===== config.mk =====
export PLATFORM = sky130hd
export DESIGN_NAME = adcseq_top
export DESIGN_NICKNAME = d
export VERILOG_FILES = /design/src/rtl/adcseq_pkg.sv /design/src/rtl/adcseq_fsm.sv /design/src/rtl/adcseq_regs.sv /design/src/rtl/adcseq_top.sv
export SDC_FILE = /design/constraint.sdc
export NUM_CORES = 1
export LEC_CHECK = 0
export BUFFER_PORTS_ARGS = -buffer_cell sky130_fd_sc_hd__buf_2
export CORE_ASPECT_RATIO = 0.8
export CORE_UTILIZATION = 49
export CTS_CLUSTER_SIZE = 20
export DETAILED_ROUTE_END_ITERATION = 6
export GPL_ROUTABILITY_DRIVEN = 0
export MAX_ROUTING_LAYER = met4
export PLACE_DENSITY_LB_ADDON = 0.08
export SLEW_MARGIN = 20
export SYNTH_ARGS = -nofsm -noshare
export SYNTH_HDL_FRONTEND = slang
export SYNTH_SLANG_ARGS = --single-unit
export TNS_END_PERCENT = 50

===== constraint.sdc =====
create_clock -name clk -period 3.2 [get_ports clk]
set_input_delay 0.48 -clock clk [delete_from_list [all_inputs] [get_ports clk]]
set_output_delay 0.48 -clock clk [all_outputs]
set_load 0.01 [all_outputs]

===== src/rtl/adcseq_pkg.sv =====
`timescale 1ns/1ps
package adcseq_pkg;
    // register byte offsets
    localparam int unsigned OFF_CTL  = 32'h00;
    localparam int unsigned OFF_CFG  = 32'h04;
    localparam int unsigned OFF_DATA = 32'h4C;
    localparam int unsigned OFF_IEN  = 32'h50;
    localparam int unsigned OFF_ICLR = 32'h54;
    localparam int unsigned OFF_ISTS = 32'h58;
    localparam int unsigned OFF_IRAW = 32'h5C;

    // control and config field positions
    localparam int CTL_EN_BIT    = 0;
    localparam int CTL_RUN_BIT   = 1;
    localparam int CTL_WIDE_BIT  = 2;
    localparam int CTL_CNT_LSB   = 4;
    localparam int CFG_SCALE_LSB = 9;
    localparam int IRQ_BIT       = 0;

    typedef enum logic [1:0] {
        SQ_IDLE = 2'd0,
        SQ_CONV = 2'd1,
        SQ_GAP  = 2'd2
    } seq_state_e;
endpackage


===== src/rtl/adcseq_fsm.sv =====
`timescale 1ns/1ps
module adcseq_fsm
    import adcseq_pkg::*;
#(
    parameter int CNT_W = 4
) (
    input  logic             clk,
    input  logic             rst_n,
    input  logic             enable,
    input  logic             start,
    input  logic [CNT_W-1:0] start_cnt,
    input  logic             conv_done,
    output logic             conv_req,
    output logic             busy,
    output logic             sample_ok,
    output logic             last_ok
);
    seq_state_e       state_q, state_d;
    logic [CNT_W-1:0] left_q, left_d;

    // next-state logic
    always_comb begin
        state_d = state_q;
        left_d  = left_q;
        unique case (state_q)
            SQ_IDLE: begin
                if (start) begin
                    state_d = SQ_CONV;          // start
                    left_d  = start_cnt;
                end
            end
            SQ_CONV: begin
                if (!enable) begin
                    state_d = SQ_IDLE;          // abort
                end else if (conv_done) begin
                    if (left_q == '0) begin
                        state_d = SQ_IDLE;      // finish
                    end else begin
                        state_d = SQ_GAP;       // next
                        left_d  = left_q - 1'b1;
                    end
                end
            end
            SQ_GAP: begin
                if (!enable) state_d = SQ_IDLE; // abort
                else         state_d = SQ_CONV; // resume
            end
            default: state_d = SQ_IDLE;
        endcase
    end

    // state register
    always_ff @(posedge clk or negedge rst_n) begin
        if (!rst_n) begin
            state_q <= SQ_IDLE;
            left_q  <= '0;
        end else begin
            state_q <= state_d;
            left_q  <= left_d;
        end
    end

    // outputs
    always_comb begin
        conv_req  = (state_q == SQ_CONV);
        busy      = (state_q != SQ_IDLE);
        sample_ok = (state_q == SQ_CONV) && enable && conv_done;
        last_ok   = sample_ok && (left_q == '0);
    end

    a_r10_abort_to_idle: assert property (@(posedge clk) disable iff (!rst_n)
        (busy && !enable) |=> !busy);
    a_r4_gap_after_sample: assert property (@(posedge clk) disable iff (!rst_n)
        (sample_ok && !last_ok) |=> !conv_req);
    a_r6_idle_after_last: assert property (@(posedge clk) disable iff (!rst_n)
        last_ok |=> !busy);
endmodule


===== src/rtl/adcseq_regs.sv =====
`timescale 1ns/1ps
module adcseq_regs
    import adcseq_pkg::*;
#(
    parameter int ADDR_W  = 8,
    parameter int DATA_W  = 32,
    parameter int CH_W    = 5,
    parameter int SCALE_W = 2,
    parameter int CNT_W   = 4,
    parameter int RES_W   = 12
) (
    input  logic               clk,
    input  logic               rst_n,
    input  logic [ADDR_W-1:0]  bus_addr,
    input  logic               bus_we,
    input  logic [DATA_W-1:0]  bus_wdata,
    output logic [DATA_W-1:0]  bus_rdata,
    input  logic               busy,
    input  logic               sample_ok,
    input  logic               last_ok,
    input  logic [RES_W-1:0]   conv_result,
    output logic               enable,
    output logic               start,
    output logic [CNT_W-1:0]   start_cnt,
    output logic [CH_W-1:0]    cfg_chan,
    output logic [SCALE_W-1:0] cfg_scale,
    output logic               wide,
    output logic               irq
);
    logic             en_q, wide_q, ien_q, raw_q;
    logic [CNT_W-1:0] cnt_q;
    logic [RES_W-1:0] data_q;
    logic             wr_ctl, wr_cfg, wr_ien, wr_clr;
    logic             stat;

    assign wr_ctl = bus_we && (bus_addr == ADDR_W'(OFF_CTL));
    assign wr_cfg = bus_we && (bus_addr == ADDR_W'(OFF_CFG));
    assign wr_ien = bus_we && (bus_addr == ADDR_W'(OFF_IEN));
    assign wr_clr = bus_we && (bus_addr == ADDR_W'(OFF_ICLR));

    assign start     = wr_ctl && bus_wdata[CTL_EN_BIT] && bus_wdata[CTL_RUN_BIT] && !busy;
    assign start_cnt = bus_wdata[CTL_CNT_LSB +: CNT_W];

    always_ff @(posedge clk or negedge rst_n) begin
        if (!rst_n) begin
            en_q      <= 1'b0;
            wide_q    <= 1'b0;
            cnt_q     <= '0;
            cfg_chan  <= '0;
            cfg_scale <= '0;
            ien_q     <= 1'b0;
            data_q    <= '0;
            raw_q     <= 1'b0;
        end else begin
            if (wr_ctl) begin
                en_q   <= bus_wdata[CTL_EN_BIT];
                wide_q <= bus_wdata[CTL_WIDE_BIT];
                cnt_q  <= bus_wdata[CTL_CNT_LSB +: CNT_W];
            end
            if (wr_cfg) begin
                cfg_chan  <= bus_wdata[CH_W-1:0];
                cfg_scale <= bus_wdata[CFG_SCALE_LSB +: SCALE_W];
            end
            if (wr_ien) ien_q <= bus_wdata[IRQ_BIT];
            if (sample_ok) data_q <= conv_result;
            // completion takes priority over a clear in the same cycle
            if (last_ok)                          raw_q <= 1'b1;
            else if (wr_clr && bus_wdata[IRQ_BIT]) raw_q <= 1'b0;
        end
    end

    assign enable = en_q;
    assign wide   = wide_q;
    assign stat   = raw_q & ien_q;
    assign irq    = stat;

    always_comb begin
        bus_rdata = '0;
        if (bus_addr == ADDR_W'(OFF_CTL)) begin
            bus_rdata[CTL_EN_BIT]               = en_q;
            bus_rdata[CTL_RUN_BIT]              = busy;
            bus_rdata[CTL_WIDE_BIT]             = wide_q;
            bus_rdata[CTL_CNT_LSB +: CNT_W]     = cnt_q;
        end else if (bus_addr == ADDR_W'(OFF_CFG)) begin
            bus_rdata[CH_W-1:0]                 = cfg_chan;
            bus_rdata[CFG_SCALE_LSB +: SCALE_W] = cfg_scale;
        end else if (bus_addr == ADDR_W'(OFF_DATA)) begin
            bus_rdata[RES_W-1:0]                = data_q;
        end else if (bus_addr == ADDR_W'(OFF_IEN)) begin
            bus_rdata[IRQ_BIT]                  = ien_q;
        end else if (bus_addr == ADDR_W'(OFF_ISTS)) begin
            bus_rdata[IRQ_BIT]                  = stat;
        end else if (bus_addr == ADDR_W'(OFF_IRAW)) begin
            bus_rdata[IRQ_BIT]                  = raw_q;
        end
    end

    a_r9_completion_beats_clear: assert property (@(posedge clk) disable iff (!rst_n)
        last_ok |=> raw_q);
    a_r5_data_holds: assert property (@(posedge clk) disable iff (!rst_n)
        !sample_ok |=> $stable(data_q));
    a_r8_clear_drops_raw: assert property (@(posedge clk) disable iff (!rst_n)
        (wr_clr && bus_wdata[IRQ_BIT] && !last_ok) |=> !raw_q);
    a_r6_raw_rises_on_last: assert property (@(posedge clk) disable iff (!rst_n)
        $rose(raw_q) |-> $past(last_ok));
endmodule


===== src/rtl/adcseq_top.sv =====
`timescale 1ns/1ps
module adcseq_top #(
    parameter int ADDR_W  = 8,
    parameter int DATA_W  = 32,
    parameter int CH_W    = 5,
    parameter int SCALE_W = 2,
    parameter int CNT_W   = 4,
    parameter int RES_W   = 12
) (
    input  logic               clk,
    input  logic               rst_n,
    input  logic [ADDR_W-1:0]  bus_addr,
    input  logic               bus_we,
    input  logic [DATA_W-1:0]  bus_wdata,
    output logic [DATA_W-1:0]  bus_rdata,
    output logic               conv_req,
    output logic [CH_W-1:0]    conv_chan,
    output logic [SCALE_W-1:0] conv_scale,
    output logic               conv_wide,
    input  logic               conv_done,
    input  logic [RES_W-1:0]   conv_result,
    output logic               irq
);
    logic             enable, start, busy, sample_ok, last_ok;
    logic [CNT_W-1:0] start_cnt;

    adcseq_regs #(
        .ADDR_W(ADDR_W), .DATA_W(DATA_W), .CH_W(CH_W),
        .SCALE_W(SCALE_W), .CNT_W(CNT_W), .RES_W(RES_W)
    ) u_regs (
        .clk(clk), .rst_n(rst_n),
        .bus_addr(bus_addr), .bus_we(bus_we), .bus_wdata(bus_wdata), .bus_rdata(bus_rdata),
        .busy(busy), .sample_ok(sample_ok), .last_ok(last_ok), .conv_result(conv_result),
        .enable(enable), .start(start), .start_cnt(start_cnt),
        .cfg_chan(conv_chan), .cfg_scale(conv_scale), .wide(conv_wide), .irq(irq)
    );

    adcseq_fsm #(.CNT_W(CNT_W)) u_fsm (
        .clk(clk), .rst_n(rst_n),
        .enable(enable), .start(start), .start_cnt(start_cnt), .conv_done(conv_done),
        .conv_req(conv_req), .busy(busy), .sample_ok(sample_ok), .last_ok(last_ok)
    );
endmodule


# After elaboration in Yosys (flattened, before gate mapping)

Index checks and enable logic that the tools add are counted.

Mux-type cells: 26
Reductions and logical operators: 20
Equal/unequal tests: 13
Add/sub/neg operators: 1
Bitwise operators: 1

Operators with widths:

| kind                | count |
|---|---|
| $eq 8x7->1 const B  | 5 |
| $mux 4              | 7 |
| $logic_and 1x1->1   | 11 |
| $mux 11             | 1 |
| $mux 2              | 5 |
| $mux 1              | 9 |
| $eq 8x3->1 const B  | 1 |
| $logic_not 8->1     | 1 |
| $pmux 4 s2          | 1 |
| $pmux 2 s3          | 1 |
| $reduce_bool 2->1   | 3 |
| $mux 5              | 1 |
| $reduce_and 5->1    | 1 |
| $logic_not 4->1     | 1 |
| $ne 2x1->1 const B  | 2 |
| $ne 2x2->1 const B  | 2 |
| $sub 4x1->4 const B | 1 |
| $mux 3              | 1 |
| $ne 3x3->1 const B  | 1 |
| $eq 2x1->1 const B  | 1 |
| $eq 2x2->1 const B  | 1 |
| $logic_not 2->1     | 1 |
| $reduce_and 2->1    | 1 |
| $and 1x1->1         | 1 |
| $logic_not 1->1     | 1 |

Flip-flop bits (word level): 33
Output and inout bits: 42
Input bits: 56
Word-level logic and storage cells: 71

# Longest topological paths before layout

Depth in word-level cells: 7
Depth in mapped cells: 6
Depth with buffers taken out: 6

# By module

A second synthesis with hierarchy kept.

Cells, all modules: 173
Area total of the unflattened synthesis: 1951.9 um^2

By module, submodules not included:

| module      | seq. area each (um^2) | instances | area each (um^2) | cells an instance |
|---|---|---|---|---|
| adcseq_regs | 675.6                 | 1         | 1541.5           | 131 |
| adcseq_fsm  | 150.1                 | 1         | 410.4            | 42 |

# Worst setup path before layout

No wires, ideal clock.

Path type: input-to-output
Start: in bus_addr[5]
End: out bus_rdata[10]
Buffers on the path: 1
Cell stages on the path: 4
Setup slack: 1183 ps
Arrival: 1537 ps
Required time: 2720 ps
Path through: or4b_4 > nor3_4 > buf_6 > a22o_1

Word-level cells in the longest chain between the ends: 4
Elaborated cells between the ends (all ways): 6
Classes of those cells: 2 x eq/ne; 3 x mux; 1 x reduce/logical

RTL lines:

| what               | RTL line          | RTL |
|---|---|---|
| start: declaration | adcseq_top.sv:12  | `input logic [ADDR_W-1:0] bus_addr,` |
| $eq 8x7->1         | adcseq_regs.sv:87 | `end else if (bus_addr == ADDR_W'(OFF_DATA)) begin` |
| $mux 11            | adcseq_regs.sv:87 |  |
| $mux 2             | adcseq_regs.sv:84 | `end else if (bus_addr == ADDR_W'(OFF_CFG)) begin` |
| $mux 4 *           | adcseq_regs.sv:79 | `if (bus_addr == ADDR_W'(OFF_CTL)) begin` |
| end: declaration   | adcseq_top.sv:15  | `output logic [DATA_W-1:0] bus_rdata,` |

Mark *: on every way between the ends. The rest lies on a longest branch, timed or not.

# Final worst setup path

Start: in bus_addr[5]
End: out bus_rdata[2]

Word-level cells in the longest chain between the ends: 4
Elaborated cells between the ends (all ways): 6
Classes of those cells: 2 x eq/ne; 3 x mux; 1 x reduce/logical

RTL lines:

| what       | RTL line |
|---|---|
| $eq 8x7->1 | adcseq_regs.sv:87 |
| $mux 11    | adcseq_regs.sv:87 |
| $mux 5     | adcseq_regs.sv:84 |
| $mux 3 *   | adcseq_regs.sv:79 |

Marked as above.

==> flow_summary.ini <==
[run_status]
outcome = finished, violations left
failed_checks = DRC

[flow_run]
cap_violations = 0

[critical_path]
critPathArrivalTime_ns = 2.06
cpPeakStageDelay_ns = 0.56
critPathSlowestCell = or4b_4
path_common_cell = buf_2
path_class = input port to output port
crit_chain = buf_2, or4b_4, nor3_4, a22oi_2, nand2_1, buf_2
critPathCaptureType = output port
worstPathRequired_ns = 2.72
path_buf_inv = 2
crit_family = simple AND/OR/NAND/NOR gates
startpoint_type = input port
ff2ff_setup_slack_ns = 1.36
path_max_fanout = 11

[min_path]
hold_class = input port to async pin

[cts]
numCtsBuffers = 5
cts_hold_buf = 0
clkTransAtPathRegs_ns = 0.07
cts_resized = 0
post_cts_buffers = 0
htree_levels = 2
cts_root_buf = clkbuf_8
cts_sinks = 33
clk-insertion-delay-late_ns = 0.28
cts_tree = done
clk_path_buf_depth = 2

[sta]
period_minus_slack_ns = 2.54
max_freq_mhz = 394
finalCritPeriodShare_pct = 79.3
tightest_slew_ns = 0.719
drv_slew = 0
report.final.hold_viol_count = 0
finalSetupViolations = 0
rsz0062_at_grt = no
setup_tns_ns = 0
fin_skew_ns = 0.00373
max_slew_margin_pct = 52.1

[layout]
regArea_um2 = 826
syn_to_final_growth_pct = 16.9
final_cell_mix = buf_2, dfrtp_1, mux2_2, conb_1, nand2_1
layout-drive-gt1-share_pct = 44.6
fin_area_um2 = 2190
nets = 279
final_common_cell = buf_2
antennaDiodeCount = 0
multi_input_area_um2 = 913
fillers = 319

[yosys]
syn_area_um2 = 1870
ys_seq_area_share_pct = 44.1
yosysWarningCount = 0
yosys.area_share.simple_pct = 16.2
ys_types = 43
synth_xor_area_share_pct = 0
ys_ff_latch = 33
syn_avg_cell_area_um2 = 11.2
async_reset_ff_share_pct = 100
synth_top_family_by_area = multiplexers
synth_compound_area_share_pct = 11.8
synth_flop_cell = dfrtp_1
synthAdderAreaFrac_pct = 0.668
netlist_instances = 167
synth_mux_area_share_pct = 16.2
synth_edf_count = 0

[floorplan]
core_um2 = 3540
io_pins = 98
fp.dieW_um = 71.1
die_h_um = 57.3
rows = 19
initial_core_util_pct = 52.9
die_area_um2 = 4080

[grt]
grt_pass1_vias = 1362
grt_util_all_layers_pct = 21.6
grt_pass1_wl_um = 6360
grt_max_degree = 34
antenna_found_initial = 0
grt.overflow.total = 0

[power]
peakVddDrop_mv = 0.300
clock_power_share_pct = 42.2
p_switching_mw = 0.200
swShare_pct = 22.6
leakagePower_nw = 1.19
pwr-share-seq_pct = 49.1
power_density_nw_per_um2 = 403
intPower_mw = 0.683
power_frac_comb_pct = 8.7

[route]
ant_nets = 0
viasPerCell = 5.37
first_pass_iters = 7
drcViolationCount = 6
drt_iter0_drc = 79
vias = 1418
routedWlPerCell_um = 14.6
wirelength_um = 3860

[place]
place.detailed.hpwl_um = 2830
dpl_cell_area_um2 = 2090
portBuffers = 55
state kept, by name, summed over array words and instances, names as in the netlist, 2 cells and up:
name,flops
u_regs.cfg_chan,5
u_regs.cnt_q,4
u_regs.data_q,12
u_fsm.state_q,2
u_fsm.left_q,4
u_regs.cfg_scale,2
metrics by stage:
step	total power [mW]	utilization [%]	instances	setup WS (ns)	hold slack [ns]
floorplan	0.491	-	186	1.18	0.184
global placement	0.516	58.9	257	0.674	0.479
detailed placement	0.518	58.9	257	0.644	0.491
CTS	0.892	61.8	264	0.635	0.282
global route	0.924	61.8	264	0.579	0.302
finish	0.883	61.8	264	0.661	0.247
area by class of cell:
class                           count  share of cell area (%)
Clock inverter                      2                    1.60
Multi-Input combinational cell    122                    41.7
Inverter                            5                   0.857
Tap cell                           42                    2.40
Clock buffer                        5                    3.14
Sequential cell                    33                    37.7
Timing Repair Buffer               55                    12.6
cell families (layout without fill, tap and decap cells):
family,count (synthesis),count (layout)
other,1,20
flip-flops,33,33
multiplexers,27,27
AO/OA/AOI/OAI,28,28
buffers and inverters,31,67
adder cells (fa/ha/maj),1,1
AND/OR/NAND/NOR,46,46
final timing paths:
path	end	from	cells after the start
min in group clk	u_regs.data_q[2]	conv_result[2]	2
hold / removal	u_regs.ien_q	rst_n	1
setup reg to reg	u_fsm.left_q[1]	u_fsm.state_q[1]	4
setup / recovery	bus_rdata[2]	bus_addr[5]	6
max in group asynchronous	u_regs.cfg_scale[1]	rst_n	1
hold reg to reg	u_regs.data_q[8]	u_regs.data_q[8]	1
worst reg2reg max path: stages (launching register included):
cell and delay (ns):
dfrtp_1 0.44, nand4b_2 0.62, nor2_1 0.38, a31oi_2 0.12, mux2i_1 0.16
Yosys cell counts, types with 2 or more instances:
cell type | instances | share of area, %
a22o_1 | 7 | 3.3
mux2_2 | 26 | 16
buf_4 | 21 | 8.4
nor2_1 | 6 | 1.2
a32oi_1 | 2 | 0.94
or2_2 | 2 | 0.67
o21ai_1 | 4 | 1.1
nor3b_1 | 2 | 0.80
and2_1 | 4 | 1.3
o21a_1 | 2 | 0.80
clkbuf_1 | 2 | 0.40
nor2b_1 | 3 | 1.0
buf_2 | 2 | 0.53
a21oi_1 | 3 | 0.80
nand4_1 | 2 | 0.67
nor3_1 | 2 | 0.53
inv_1 | 5 | 1.0
dfrtp_1 | 33 | 44
nand2_1 | 10 | 2.0
nand3_1 | 5 | 1.3
a22oi_2 | 2 | 1.3
per-layer routing:
metal	track usage [%]	routed length, µm
met2	33.0	1810
met4	9.43	48
met3	4.95	197
met5	-	0
met1	27.8	1800
power by group through the flow:
stage | clock network (mW) | logic, mW | registers (mW)
6_report | 0.372 | 0.0769 | 0.433
3_3_place_gp | 0 | 0.0752 | 0.440
4_1_cts | 0.380 | 0.0779 | 0.433
3_5_place_dp | 0 | 0.0772 | 0.441
2_1_floorplan | 0 | 0.0489 | 0.442
5_1_grt | 0.403 | 0.0863 | 0.434
Note: power is estimated with default switching activity, not from simulation.
